**config.mk**
```make
export PLATFORM = sky130hd
export DESIGN_NAME = par_slave_port
export DESIGN_NICKNAME = d
export VERILOG_FILES = /design/src/rtl/psp_pkg.sv /design/src/rtl/psp_sync.sv /design/src/rtl/psp_strobe_det.sv /design/src/rtl/psp_regs.sv /design/src/rtl/par_slave_port.sv
export SDC_FILE = /design/constraint.sdc
export NUM_CORES = 1
export LEC_CHECK = 0
export BUFFER_PORTS_ARGS = -buffer_cell sky130_fd_sc_hd__buf_4
export CAP_MARGIN = 20
export CELL_PAD_IN_SITES_DETAIL_PLACEMENT = 1
export CELL_PAD_IN_SITES_GLOBAL_PLACEMENT = 2
export CORE_MARGIN = 2
export CORE_UTILIZATION = 40
export CTS_CLUSTER_DIAMETER = 80
export CTS_CLUSTER_SIZE = 40
export DETAILED_ROUTE_END_ITERATION = 8
export GPL_TIMING_DRIVEN = 1
export PLACE_DENSITY_LB_ADDON = 0.1
export SLEW_MARGIN = 20
export SYNTH_ARGS = -nofsm -noshare
export SYNTH_HDL_FRONTEND = slang
export SYNTH_HIERARCHICAL = 1
export SYNTH_SLANG_ARGS = --single-unit
```
**constraint.sdc**
```tcl
create_clock -name clk_i -period 2.5 [get_ports clk_i]
set_input_delay 0.125 -clock clk_i [delete_from_list [all_inputs] [get_ports clk_i]]
set_output_delay 0.125 -clock clk_i [all_outputs]
set_load 0.02 [all_outputs]
```
**src/rtl/psp_pkg.sv**
```systemverilog
package psp_pkg;
  typedef enum logic [1:0] {
    REG_DATA = 2'd0,
    REG_CTRL = 2'd1,
    REG_STAT = 2'd2
  } reg_addr_e;

  localparam int unsigned STAT_IBF = 0;
  localparam int unsigned STAT_OBF = 1;
  localparam int unsigned STAT_OVF = 2;
  localparam int unsigned STAT_IRQ = 3;
  localparam int unsigned NUM_CH   = 2;  // channel 0 write, 1 read
endpackage

```
**src/rtl/psp_sync.sv**
```systemverilog
module psp_sync #(
  parameter int unsigned WIDTH = 1,
  parameter int unsigned STAGES = 2,
  parameter logic [WIDTH-1:0] RST_VAL = '0
) (
  input  logic             clk_i,
  input  logic             rst_ni,
  input  logic [WIDTH-1:0] d_i,
  output logic [WIDTH-1:0] q_o
);
  for (genvar s = 0; s < STAGES; s++) begin : g_stage
    logic [WIDTH-1:0] q;
    if (s == 0) begin : g_first
      always_ff @(posedge clk_i or negedge rst_ni)
        if (!rst_ni) q <= RST_VAL;
        else         q <= d_i;
    end else begin : g_next
      always_ff @(posedge clk_i or negedge rst_ni)
        if (!rst_ni) q <= RST_VAL;
        else         q <= g_stage[s-1].q;
    end
  end

  assign q_o = g_stage[STAGES-1].q;
endmodule

```
**src/rtl/psp_strobe_det.sv**
```systemverilog
module psp_strobe_det
  import psp_pkg::*;
(
  input  logic              clk_i,
  input  logic              rst_ni,
  input  logic              mode_i,
  input  logic              cs_s_i,
  input  logic [NUM_CH-1:0] strobe_s_i,
  output logic [NUM_CH-1:0] act_o,
  output logic [NUM_CH-1:0] end_o
);
  for (genvar c = 0; c < NUM_CH; c++) begin : g_ch
    logic cond, act, act_q, start;
    assign cond  = !cs_s_i && !strobe_s_i[c];
    assign act   = mode_i && cond;
    assign start = act && !act_q;

    always_ff @(posedge clk_i or negedge rst_ni)
      if (!rst_ni) act_q <= 1'b0;
      else         act_q <= act;

    assign act_o[c] = act;
    // end only counts if the mode held through the strobe
    assign end_o[c] = act_q && !cond && mode_i;

    assert_single_start_R9: assert property (@(posedge clk_i) disable iff (!rst_ni)
      start |=> !start);
    assert_no_start_and_end_R9: assert property (@(posedge clk_i) disable iff (!rst_ni)
      !(start && end_o[c]));
  end
endmodule

```
**src/rtl/psp_regs.sv**
```systemverilog
module psp_regs
  import psp_pkg::*;
#(
  parameter int unsigned DATA_W = 8
) (
  input  logic              clk_i,
  input  logic              rst_ni,
  input  logic              cpu_we_i,
  input  logic              cpu_re_i,
  input  logic [1:0]        cpu_addr_i,
  input  logic [DATA_W-1:0] cpu_wdata_i,
  output logic [DATA_W-1:0] cpu_rdata_o,
  input  logic [DATA_W-1:0] ext_data_s_i,
  input  logic              wr_act_i,
  input  logic              wr_end_i,
  input  logic              rd_end_i,
  output logic              mode_o,
  output logic [DATA_W-1:0] out_latch_o,
  output logic              irq_o
);
  logic data_wr, data_rd, ctrl_wr, stat_wr;
  logic ibf_q, obf_q, ovf_q, irq_q, mode_q;
  logic irq_clr, ovf_clr, ovf_set;
  logic [DATA_W-1:0] in_hold_q, in_latch_q, out_latch_q;

  assign data_wr = cpu_we_i && (cpu_addr_i == REG_DATA);
  assign data_rd = cpu_re_i && (cpu_addr_i == REG_DATA);
  assign ctrl_wr = cpu_we_i && (cpu_addr_i == REG_CTRL);
  assign stat_wr = cpu_we_i && (cpu_addr_i == REG_STAT);
  assign irq_clr = stat_wr && cpu_wdata_i[STAT_IRQ];
  assign ovf_clr = stat_wr && cpu_wdata_i[STAT_OVF];
  assign ovf_set = wr_end_i && ibf_q && !data_rd;

  always_ff @(posedge clk_i or negedge rst_ni) begin
    if (!rst_ni) begin
      mode_q      <= 1'b0;
      ibf_q       <= 1'b0;
      obf_q       <= 1'b0;
      ovf_q       <= 1'b0;
      irq_q       <= 1'b0;
      in_hold_q   <= '0;
      in_latch_q  <= '0;
      out_latch_q <= '0;
    end else begin
      if (ctrl_wr) mode_q <= cpu_wdata_i[0];
      if (wr_act_i) in_hold_q <= ext_data_s_i;
      if (wr_end_i) in_latch_q <= in_hold_q;
      if (data_wr) out_latch_q <= cpu_wdata_i;

      if (wr_end_i)     ibf_q <= 1'b1;
      else if (data_rd) ibf_q <= 1'b0;

      if (data_wr)       obf_q <= 1'b1;
      else if (rd_end_i) obf_q <= 1'b0;

      if (ovf_set)      ovf_q <= 1'b1;
      else if (ovf_clr) ovf_q <= 1'b0;

      if (wr_end_i || rd_end_i) irq_q <= 1'b1;
      else if (irq_clr)         irq_q <= 1'b0;
    end
  end

  always_comb begin
    cpu_rdata_o = '0;
    case (cpu_addr_i)
      REG_DATA: cpu_rdata_o = in_latch_q;
      REG_CTRL: cpu_rdata_o[0] = mode_q;
      REG_STAT: begin
        cpu_rdata_o[STAT_IBF] = ibf_q;
        cpu_rdata_o[STAT_OBF] = obf_q;
        cpu_rdata_o[STAT_OVF] = ovf_q;
        cpu_rdata_o[STAT_IRQ] = irq_q;
      end
      default: cpu_rdata_o = '0;
    endcase
  end

  assign mode_o      = mode_q;
  assign out_latch_o = out_latch_q;
  assign irq_o       = irq_q;

  assert_ibf_on_write_R3: assert property (@(posedge clk_i) disable iff (!rst_ni)
    wr_end_i |=> ibf_q);
  assert_obf_on_cpu_write_R5: assert property (@(posedge clk_i) disable iff (!rst_ni)
    data_wr |=> obf_q);
  assert_irq_hold_R6: assert property (@(posedge clk_i) disable iff (!rst_ni)
    (irq_q && !irq_clr) |=> irq_q);
  assert_ibf_clear_R7: assert property (@(posedge clk_i) disable iff (!rst_ni)
    (data_rd && !wr_end_i) |=> !ibf_q);
  assert_ovf_hold_R8: assert property (@(posedge clk_i) disable iff (!rst_ni)
    (ovf_q && !ovf_clr) |=> ovf_q);
  assert_mode_readback_R10: assert property (@(posedge clk_i) disable iff (!rst_ni)
    ctrl_wr |=> (mode_q == $past(cpu_wdata_i[0])));
endmodule

```
**src/rtl/par_slave_port.sv**
```systemverilog
module par_slave_port
  import psp_pkg::*;
#(
  parameter int unsigned DATA_W = 8,
  parameter int unsigned SYNC_STAGES = 2
) (
  input  logic              clk_i,
  input  logic              rst_ni,
  input  logic              ext_cs_ni,
  input  logic              ext_rd_ni,
  input  logic              ext_wr_ni,
  input  logic [DATA_W-1:0] ext_data_i,
  output logic [DATA_W-1:0] ext_data_o,
  output logic              ext_data_oe_o,
  input  logic              cpu_we_i,
  input  logic              cpu_re_i,
  input  logic [1:0]        cpu_addr_i,
  input  logic [DATA_W-1:0] cpu_wdata_i,
  output logic [DATA_W-1:0] cpu_rdata_o,
  output logic              irq_o
);
  localparam int unsigned SYNC_W = DATA_W + 3;

  logic [SYNC_W-1:0] sync_d, sync_q;
  logic              cs_s;
  logic [NUM_CH-1:0] strobe_s, act, xfer_end;
  logic [DATA_W-1:0] data_s, out_latch;
  logic              mode;

  // data rides the same pipeline as the strobes to stay aligned
  assign sync_d = {ext_data_i, ext_cs_ni, ext_rd_ni, ext_wr_ni};

  psp_sync #(
    .WIDTH  (SYNC_W),
    .STAGES (SYNC_STAGES),
    .RST_VAL({{DATA_W{1'b0}}, 3'b111})
  ) u_sync (
    .clk_i (clk_i),
    .rst_ni(rst_ni),
    .d_i   (sync_d),
    .q_o   (sync_q)
  );

  assign data_s   = sync_q[SYNC_W-1:3];
  assign cs_s     = sync_q[2];
  assign strobe_s = {sync_q[1], sync_q[0]};

  psp_strobe_det u_det (
    .clk_i     (clk_i),
    .rst_ni    (rst_ni),
    .mode_i    (mode),
    .cs_s_i    (cs_s),
    .strobe_s_i(strobe_s),
    .act_o     (act),
    .end_o     (xfer_end)
  );

  psp_regs #(.DATA_W(DATA_W)) u_regs (
    .clk_i       (clk_i),
    .rst_ni      (rst_ni),
    .cpu_we_i    (cpu_we_i),
    .cpu_re_i    (cpu_re_i),
    .cpu_addr_i  (cpu_addr_i),
    .cpu_wdata_i (cpu_wdata_i),
    .cpu_rdata_o (cpu_rdata_o),
    .ext_data_s_i(data_s),
    .wr_act_i    (act[0]),
    .wr_end_i    (xfer_end[0]),
    .rd_end_i    (xfer_end[1]),
    .mode_o      (mode),
    .out_latch_o (out_latch),
    .irq_o       (irq_o)
  );

  // drive is asynchronous to follow the master's read strobe directly
  assign ext_data_oe_o = mode && !ext_cs_ni && !ext_rd_ni;
  assign ext_data_o    = ext_data_oe_o ? out_latch : '0;

  assert_oe_needs_mode_R2: assert property (@(posedge clk_i) disable iff (!rst_ni)
    !mode |-> !ext_data_oe_o);
  assert_no_end_without_mode_R2: assert property (@(posedge clk_i) disable iff (!rst_ni)
    !mode |-> (xfer_end == '0));
endmodule

```
==> impl_metrics.tcl, run 1 <==
set metrics [dict create \
    cts_tree "built" \
    synth.avg_cell_area_um2 16.6 \
    dr_total_vias 1150 \
    synthCells 120 \
    wire_per_inst_um 14.9 \
    grt.total_usage 0.151 \
    syn_nets 145 \
    coreArea_um2 4750 \
    p_per_area_nw_per_um2 789 \
    rsz0062_at_grt "no" \
    worstPathCellList "nor3b_2 > mux2_2" \
    dp_hpwl_um 2540 \
    maxCapViolations 0 \
    cts_resized 0 \
    skew_ns 0.00212 \
    final.fill_count 493 \
    grt-ovfl-total 0 \
    holdPathStages 2 \
    timing.final.ws_setup_ns 0.748 \
    crit_path_max_incr_delay_ns 0.64 \
    final-setup-viol-count 0 \
    antennaDiodeCount 0 \
    drive_gt1_frac 0.525 \
    multi_input_area_um2 612 \
    status "completed" \
    critPathKind "flop to flop" \
    cts_sinks 53 \
    critPathRequiredTime_ns 2.69 \
    hold_class "input pin to flop" \
    cts_buffers 5 \
    gp_congestion 0.688 \
    clock_latency_ns 0.30 \
    syn_area_um2 1990 \
    wl_um 3640 \
    die-area_um2 5550 \
    io_pins 43 \
    start_util 0.418 \
    slew_headroom 0.561 \
    worstPathArrival_ns 1.94 \
    hold_buffers 12 \
    worst_slew_pin_slew_ns 0.656 \
    cts_setup_buffers 0 \
    place_ws_ns 0.733 \
    seqCellArea_um2 1330 \
    worst_setup_path_start_kind "flop" \
    fin_hold_ws_ns 0.0585 \
    cts-root-buf "clkbuf_8" \
    cts_max_level 2 \
    port-buffer-count 42 \
    hold_viol 0 \
    finalSetupTns_ns 0 \
    critPathCaptureType "flop" \
    fmax_ghz 0.571 \
    rows 25 \
    fin_crit_sh 0.701 \
    reg2reg_depth 2 \
    clk_pin_slew_ns 0.09 \
    syn_to_final_growth_pct 29.0 \
    first_iter_violations 36 \
    crit_path_max_fanout 15 \
    vias_per_cell 4.71 \
    leakage_nw 1.17 \
    cts_buffer_depth 2 \
    antenna_found_initial 0 \
    vdd_drop_max_mv 0.436 \
    grt_pass1_wl_um 6160 \
    drc 0 \
    crit_slowest_cell "nor3b_2" \
    dr.pass1.iters 4 \
    grt_pass1_vias 1267 \
    period_needed_ns 1.75 \
    ys_warn_count 6 \
    die_h_um 74.5 \
    antenna_left 0 \
    drv_slew 0 \
    finalPower_mw 2.02 \
    die_w_um 74.5 \
    nets 201 \
    grt_max_degree 54 \
]
==> layer usage <==
layer	share of wire	GRT usage
met5	0	0
met4	0.016	0.0615
met3	0.045	0.0434
met2	0.49	0.240
met1	0.45	0.195
==> where the power goes <==
group / total (mW) / leakage, nW / internal (mW) / switching [mW]
logic: 0.402 / 0.497 / 0.236 / 0.166
registers: 1.14 / 0.625 / 1.03 / 0.105
clock network: 0.484 / 0.0512 / 0.225 / 0.260
==> metrics by stage <==
step                std cells  area (um2)   util
floorplan                 120        1990      -
global route              244        2560  0.539
global placement          224        2350  0.494
CTS                       244        2560  0.539
detailed placement        224        2350  0.494
finish                    244        2560  0.539
==> registers in the layout, indices dropped and copies added, names as in the netlist <==
name and flops:
u_regs/mode_o 1, u_regs/ovf_q 1, u_regs/ibf_q 1, u_det/g_ch.act_q 2
u_sync/q_o 11, u_regs/obf_q 1, u_regs/in_latch_q 8, u_regs/irq_o 1
u_regs/in_hold_q 8, u_sync/g_stage.q 11, u_regs/out_latch_o 8
==> final timing paths <==
| path | endpoint | slack (ns) | from |
|---|---|---|---|
| max reg2reg | u_regs/in_hold_q[1] | 0.75 | u_regs/mode_o |
| max | u_regs/in_hold_q[1] | 0.75 | u_regs/mode_o |
| min reg2reg | u_sync/q_o[6] | 0.35 | u_sync/g_stage[0].q[6] |
| min | u_regs/out_latch_o[6] | 0.06 | cpu_wdata_i[6] |
| min in group asynchronous | u_regs/out_latch_o[5] | 0.38 | rst_ni |
| max in group asynchronous | u_regs/in_latch_q[2] | 1.70 | rst_ni |
==> cell usage in the layout (no fill, tap or decap), types with 2 or more instances in the layout <==
| cell | n |
|---|---|
| dfrtp_1 | 47 |
| nor2_1 | 4 |
| dfstp_2 | 6 |
| o211a_1 | 2 |
| nand4b_1 | 2 |
| nor3b_1 | 2 |
| and4bb_2 | 8 |
| mux2i_1 | 4 |
| buf_4 | 42 |
| dlygate4sd3_1 | 12 |
| mux2_2 | 25 |
| and2_1 | 4 |
| clkbuf_8 | 6 |
| nand3b_1 | 2 |
==> area by class of cell <==
class | count | share of cell area
Clock inverter | 2 | 0.00537
Inverter | 1 | 0.00146
Clock buffer | 6 | 0.0322
Tap cell | 67 | 0.0327
Multi-Input combinational cell | 61 | 0.239
Timing Repair Buffer | 54 | 0.170
Sequential cell | 53 | 0.520
==> worst max-delay path: cells and delay by family, from the launching register on <==
| family | cells | cell delay, ns |
|---|---|---|
| AND/OR/NAND/NOR | 1 | 0.64 |
| flip-flops | 1 | 0.59 |
| multiplexers | 1 | 0.42 |
Note: power is estimated with default switching activity, not from simulation.
==> inputs of run 2 (changes only) <==
Settings changed: CORE_UTILIZATION 40 to 34.
Clock period 2.5 ns to 1.5 ns, I/O delays scaled along.
==> run 2 against run 1 <==
Compared with the run above:
- setup slack got worse by 0.67 ns
- total power increased by 72%
- flip-flop and latch count is the same
- first-iteration DRC count down 19%
- via count rose by 3.0%
==> impl_metrics.tcl, run 2 (synthesis results as in run 1) <==
set metrics [dict create \
    status "completed" \
    coreArea_um2 5570 \
    grt_pass1_wl_um 6270 \
    dp_hpwl_um 2640 \
    rows 27 \
    grt-ovfl-total 0 \
    io_pins 43 \
    first_iter_violations 29 \
    crit_slowest_cell "dfstp_2" \
    finalPower_mw 3.49 \
    worstPathArrival_ns 1.61 \
    hold_class "input pin to flop" \
    die-area_um2 6480 \
    grt.total_usage 0.129 \
    clock_latency_ns 0.30 \
    worst_setup_path_start_kind "flop" \
    grt_max_degree 54 \
    dr_total_vias 1185 \
    critPathKind "flop to flop" \
    vias_per_cell 4.67 \
    final_cell_mix "dfrtp_1 (47), buf_4 (45), mux2_2 (25)" \
    dp_cells 232 \
    fin_crit_sh 0.947 \
    grt_pass1_vias 1289 \
    skew_ns 0.00806 \
    rsz0062_at_grt "no" \
    worstPathCellList "o211a_2 > mux2_2" \
    cts_buffers 5 \
    final.fill_count 556 \
    cts_tree "built" \
    final_common_cell "dfrtp_1" \
    clk_pin_slew_ns 0.09 \
    worst_slew_pin_slew_ns 0.627 \
    crit_path_max_fanout 11 \
    nets 207 \
    cts-root-buf "clkbuf_8" \
    antenna_found_initial 0 \
    die_h_um 80.5 \
    wl_um 3750 \
    final-setup-viol-count 0 \
    drc 0 \
    p_per_area_nw_per_um2 1330 \
    path_buf_inv 0 \
    die_w_um 80.5 \
    antennaDiodeCount 0 \
    critPathCaptureType "flop" \
    cts_setup_buffers 0 \
    fmax_ghz 0.704 \
    crit_path_max_incr_delay_ns 0.57 \
    antenna_left 0 \
    wire_per_inst_um 14.8 \
    leakage_nw 1.20 \
    period_needed_ns 1.42 \
    port-buffer-count 42 \
    finalSetupTns_ns 0 \
    final_cells 254 \
    vdd_drop_max_mv 0.567 \
    drive_gt1_frac 0.527 \
    hold_viol 0 \
    cts_sinks 53 \
    cp_top_family "flip-flops" \
    dr.pass1.iters 3 \
    syn_to_final_growth_pct 32.3 \
    drv_slew 0 \
    start_util 0.357 \
    maxCapViolations 0 \
    critPathRequiredTime_ns 1.69 \
    gp_congestion 0.663 \
    cts_max_level 2 \
    cts_buffer_depth 2 \
    slew_headroom 0.582 \
]
-- run 2: final timing paths --
| kind | start | endpoint | slack, ns | cells after the start |
|---|---|---|---|---|
| worst max-delay path | u_sync/q_o[2] | u_regs/in_latch_q[2] | 0.08 | 2 |
| worst min-delay path | cpu_wdata_i[1] | u_regs/out_latch_o[1] | 0.02 | 2 |
| worst max register to register | u_sync/q_o[2] | u_regs/in_latch_q[2] | 0.08 | 2 |
| worst min register to register | u_sync/g_stage[0].q[3] | u_sync/q_o[3] | 0.35 | 0 |
| max in group asynchronous | rst_ni | u_sync/q_o[8] | 0.75 | 2 |
| min in group asynchronous | rst_ni | u_regs/out_latch_o[7] | 0.33 | 2 |
-- run 2: area by class of cell --
| cell class | count | area [um2] | area share |
|---|---|---|---|
| flip-flops and latches | 53 | 1330 | 0.507 |
| multi-input cells | 61 | 612 | 0.233 |
| repair buffers | 60 | 488 | 0.185 |
| well taps | 72 | 90.1 | 0.0342 |
| clock buffers | 5 | 68.8 | 0.0262 |
| clock inverters | 2 | 35.0 | 0.0133 |
| inverters | 1 | 3.75 | 0.00143 |
-- run 2: metrics by stage --
| stage | hold slack, ns | setup slack [ns] | util | instance area (um2) |
|---|---|---|---|---|
| detailed placement | 0.142 | -0.00728 | 0.426 | 2380 |
| floorplan | -0.221 | 0.0781 | - | 1990 |
| CTS | 0.000971 | 0.0622 | 0.468 | 2610 |
| global placement | 0.132 | 0.0569 | 0.426 | 2380 |
| global route | 0.00192 | 0.0201 | 0.472 | 2630 |
| finish | 0.0202 | 0.0791 | 0.472 | 2630 |
-- run 2: what timing repair did --
item	in CTS	in global routing
hold endpoints to repair	59	2
gates resized for setup	1	0
hold buffers	13	2
endpoints found under the setup margin	5	0
-- run 2: metal layers --
metal	wire length (um)	GRT usage	up-vias	part of all wire
met5	0	0	-	0
met4	47	0.0407	0	0.013
met3	166	0.0360	6	0.044
met2	1900	0.211	30	0.51
met1	1630	0.166	599	0.44
li1	-	-	550	-
-- run 2: power breakdown --
group | leakage (nW) | switching (mW) | internal [mW]
clock | 0.0540 | 0.416 | 0.485
combinational | 0.516 | 0.294 | 0.409
sequential | 0.625 | 0.164 | 1.72
total | 1.20 | 0.874 | 2.62
-- run 2: worst register-to-register path: cells and delay by family (launching register included) --
family	cells	cell delay (ns)
compound gates	1	0.36
mux	1	0.38
flops	1	0.57
==> inputs of run 3 (changes only) <==
Settings changed: ABC_AREA from default to 1, CORE_UTILIZATION 34 to 29, PLACE_DENSITY from default to 0.72, PLACE_DENSITY_LB_ADDON 0.1 to default.
==> run 3 against run 2 <==
Compared with the run above:
- critical path depth is 2 higher
- flip-flop and latch count is the same
- combinational power fell by 19%
- die area increased by 16%
- clock-buffer cell count did not move
- design area up 2.0%
- critical path type is now flop to primary output
- largest cell class unchanged
==> impl_metrics.tcl, run 3 <==
set metrics [dict create \
    dp_hpwl_um 2720 \
    syn_nets 227 \
    cp_common_cell "buf_4" \
    cts_buffers 5 \
    rsz0062_at_grt "no" \
    coreArea_um2 6720 \
    crit_slowest_cell "dfrtp_1" \
    drv_slew 0 \
    vias_per_cell 4.08 \
    critPathKind "flop to primary output" \
    swShare 0.290 \
    dr_total_vias 1425 \
    p_per_area_nw_per_um2 1190 \
    syn_to_final_growth_pct 34.9 \
    rows 30 \
    nets 293 \
    cts_buffer_depth 2 \
    cts_tree "built" \
    vdd_drop_max_mv 0.495 \
    die_w_um 86.9 \
    ys_warn_count 6 \
    synthCells 202 \
    start_util 0.296 \
    stdcell_area_um2 2690 \
    clk_pin_slew_ns 0.10 \
    status "completed" \
    fin_crit_sh 0.888 \
    p_int_mw 2.26 \
    skew_ns 0.00904 \
    antennaDiodeCount 0 \
    grt_max_degree 54 \
    clock_latency_ns 0.31 \
    cts_max_level 2 \
    finalSetupTns_ns 0 \
    worstPathArrival_ns 1.26 \
    worst_slew_pin_slew_ns 0.658 \
    maxCapViolations 0 \
    cts_sinks 53 \
    critPathCaptureType "primary output" \
    slew_headroom 0.561 \
    grt_pass1_wl_um 6670 \
    grt_pass1_vias 1448 \
    die_h_um 86.9 \
    wl_um 3870 \
    synth.avg_cell_area_um2 9.85 \
    dr.pass1.iters 4 \
    drc 0 \
    leakage_nw 1.35 \
    worstPathCellList "buf_4 > nand3_4 > nor2_1 > buf_4" \
    final_common_cell "nand2_1" \
    p_seq_frac 0.556 \
    cts-root-buf "clkbuf_8" \
    pwr-share-clk 0.267 \
    dpl_cell_area_um2 2420 \
    fmax_ghz 0.750 \
    final-setup-viol-count 0 \
    crit_path_max_incr_delay_ns 0.38 \
    syn_area_um2 1990 \
    port-buffer-count 42 \
    grt-ovfl-total 0 \
    die-area_um2 7540 \
    critPathRequiredTime_ns 1.42 \
    final_cell_mix "nand2_1 (49), dfrtp_1 (47), buf_4 (46)" \
    period_needed_ns 1.33 \
    wire_per_inst_um 11.1 \
    pwr-share-comb 0.178 \
    hold_viol 0 \
    drive_gt1_frac 0.260 \
    gp_congestion 0.708 \
    io_pins 43 \
    crit_path_max_fanout 9 \
    grt.total_usage 0.114 \
    antenna_left 0 \
    finalPower_mw 3.19 \
    p_switching_uw 927 \
    first_iter_violations 75 \
    antenna_found_initial 0 \
    hold_class "input pin to flop" \
    worst_setup_path_start_kind "flop" \
]
-- run 3: cell types whose count changed in the layout (fill, tap and decap cells not counted), moves of 4 or more --
cell      change
and4bb_2      -8
o21ai_0      +17
nand2_1      +49
and2_1        -4
nor2_1       +16
mux2_2       -25
mux2i_1       -4
inv_1        +34
nand3_1      +10
-- run 3: final timing paths --
path                                         from  slack (ns)                     to  cells past startpoint
hold reg to reg            u_sync/g_stage[0].q[3]        0.36          u_sync/q_o[3]                      0
setup reg to reg                    u_sync/q_o[2]        0.24   u_regs/in_latch_q[0]                      5
setup / recovery                    u_regs/mode_o        0.17          ext_data_o[3]                      4
min in group asynchronous                  rst_ni        0.33  u_regs/out_latch_o[2]                      2
hold / removal                     cpu_wdata_i[3]        0.01  u_regs/out_latch_o[3]                      3
max in group asynchronous                  rst_ni        0.73  u_regs/out_latch_o[7]                      2
-- run 3: stage by stage --
| step | std cells | hold WS, ns | util | setup WS (ns) |
|---|---|---|---|---|
| 2_1_floorplan | 202 | -0.221 | - | 0.250 |
| 3_3_place_gp | 324 | 0.162 | 0.360 | 0.308 |
| 3_5_place_dp | 324 | 0.161 | 0.360 | 0.238 |
| 4_1_cts | 349 | 0.00422 | 0.400 | 0.122 |
| 5_1_grt | 349 | 0.0349 | 0.400 | 0.0249 |
| 6_report | 349 | 0.0136 | 0.400 | 0.167 |
-- run 3: repair_timing --
action / CTS / global route
gates resized for setup: 0 / 0
hold buffers: 17 / 0
setup buffers: 0 / 0
endpoints found under the hold margin: 63 / 0
endpoints found under the setup margin: 0 / 0
-- run 3: layer usage --
layer | part of all wire | global-route usage | vias up
met5 | 0 | 0 | -
met1 | 0.50 | 0.147 | 656
met4 | 0.010 | 0.0341 | 0
met2 | 0.45 | 0.186 | 31
met3 | 0.042 | 0.0341 | 4
li1 | - | - | 734
-- run 3: area by class of cell --
type	instances	area, um2
Inverter	37	141
Timing Repair Buffer	64	536
Clock buffer	5	68.8
Clock inverter	3	26.3
Sequential cell	53	1330
Fill cell	763	4030
Multi-Input combinational cell	107	479
Tap cell	80	100
-- run 3: power by group through the flow --
| stage | sequential, mW | combinational, mW | clock [mW] |
|---|---|---|---|
| global placement | 1.80 | 0.534 | 0 |
| CTS | 1.78 | 0.584 | 0.896 |
| finish | 1.77 | 0.567 | 0.850 |
| detailed placement | 1.81 | 0.547 | 0 |
| floorplan | 1.79 | 0.302 | 0 |
| global route | 1.81 | 0.657 | 0.953 |
-- run 3: critical path: cells and delay by family, from the launching register on --
kind          cells  cell delay (ns)
simple gates      2             0.26
flops             1             0.38
buf+inv           2             0.31
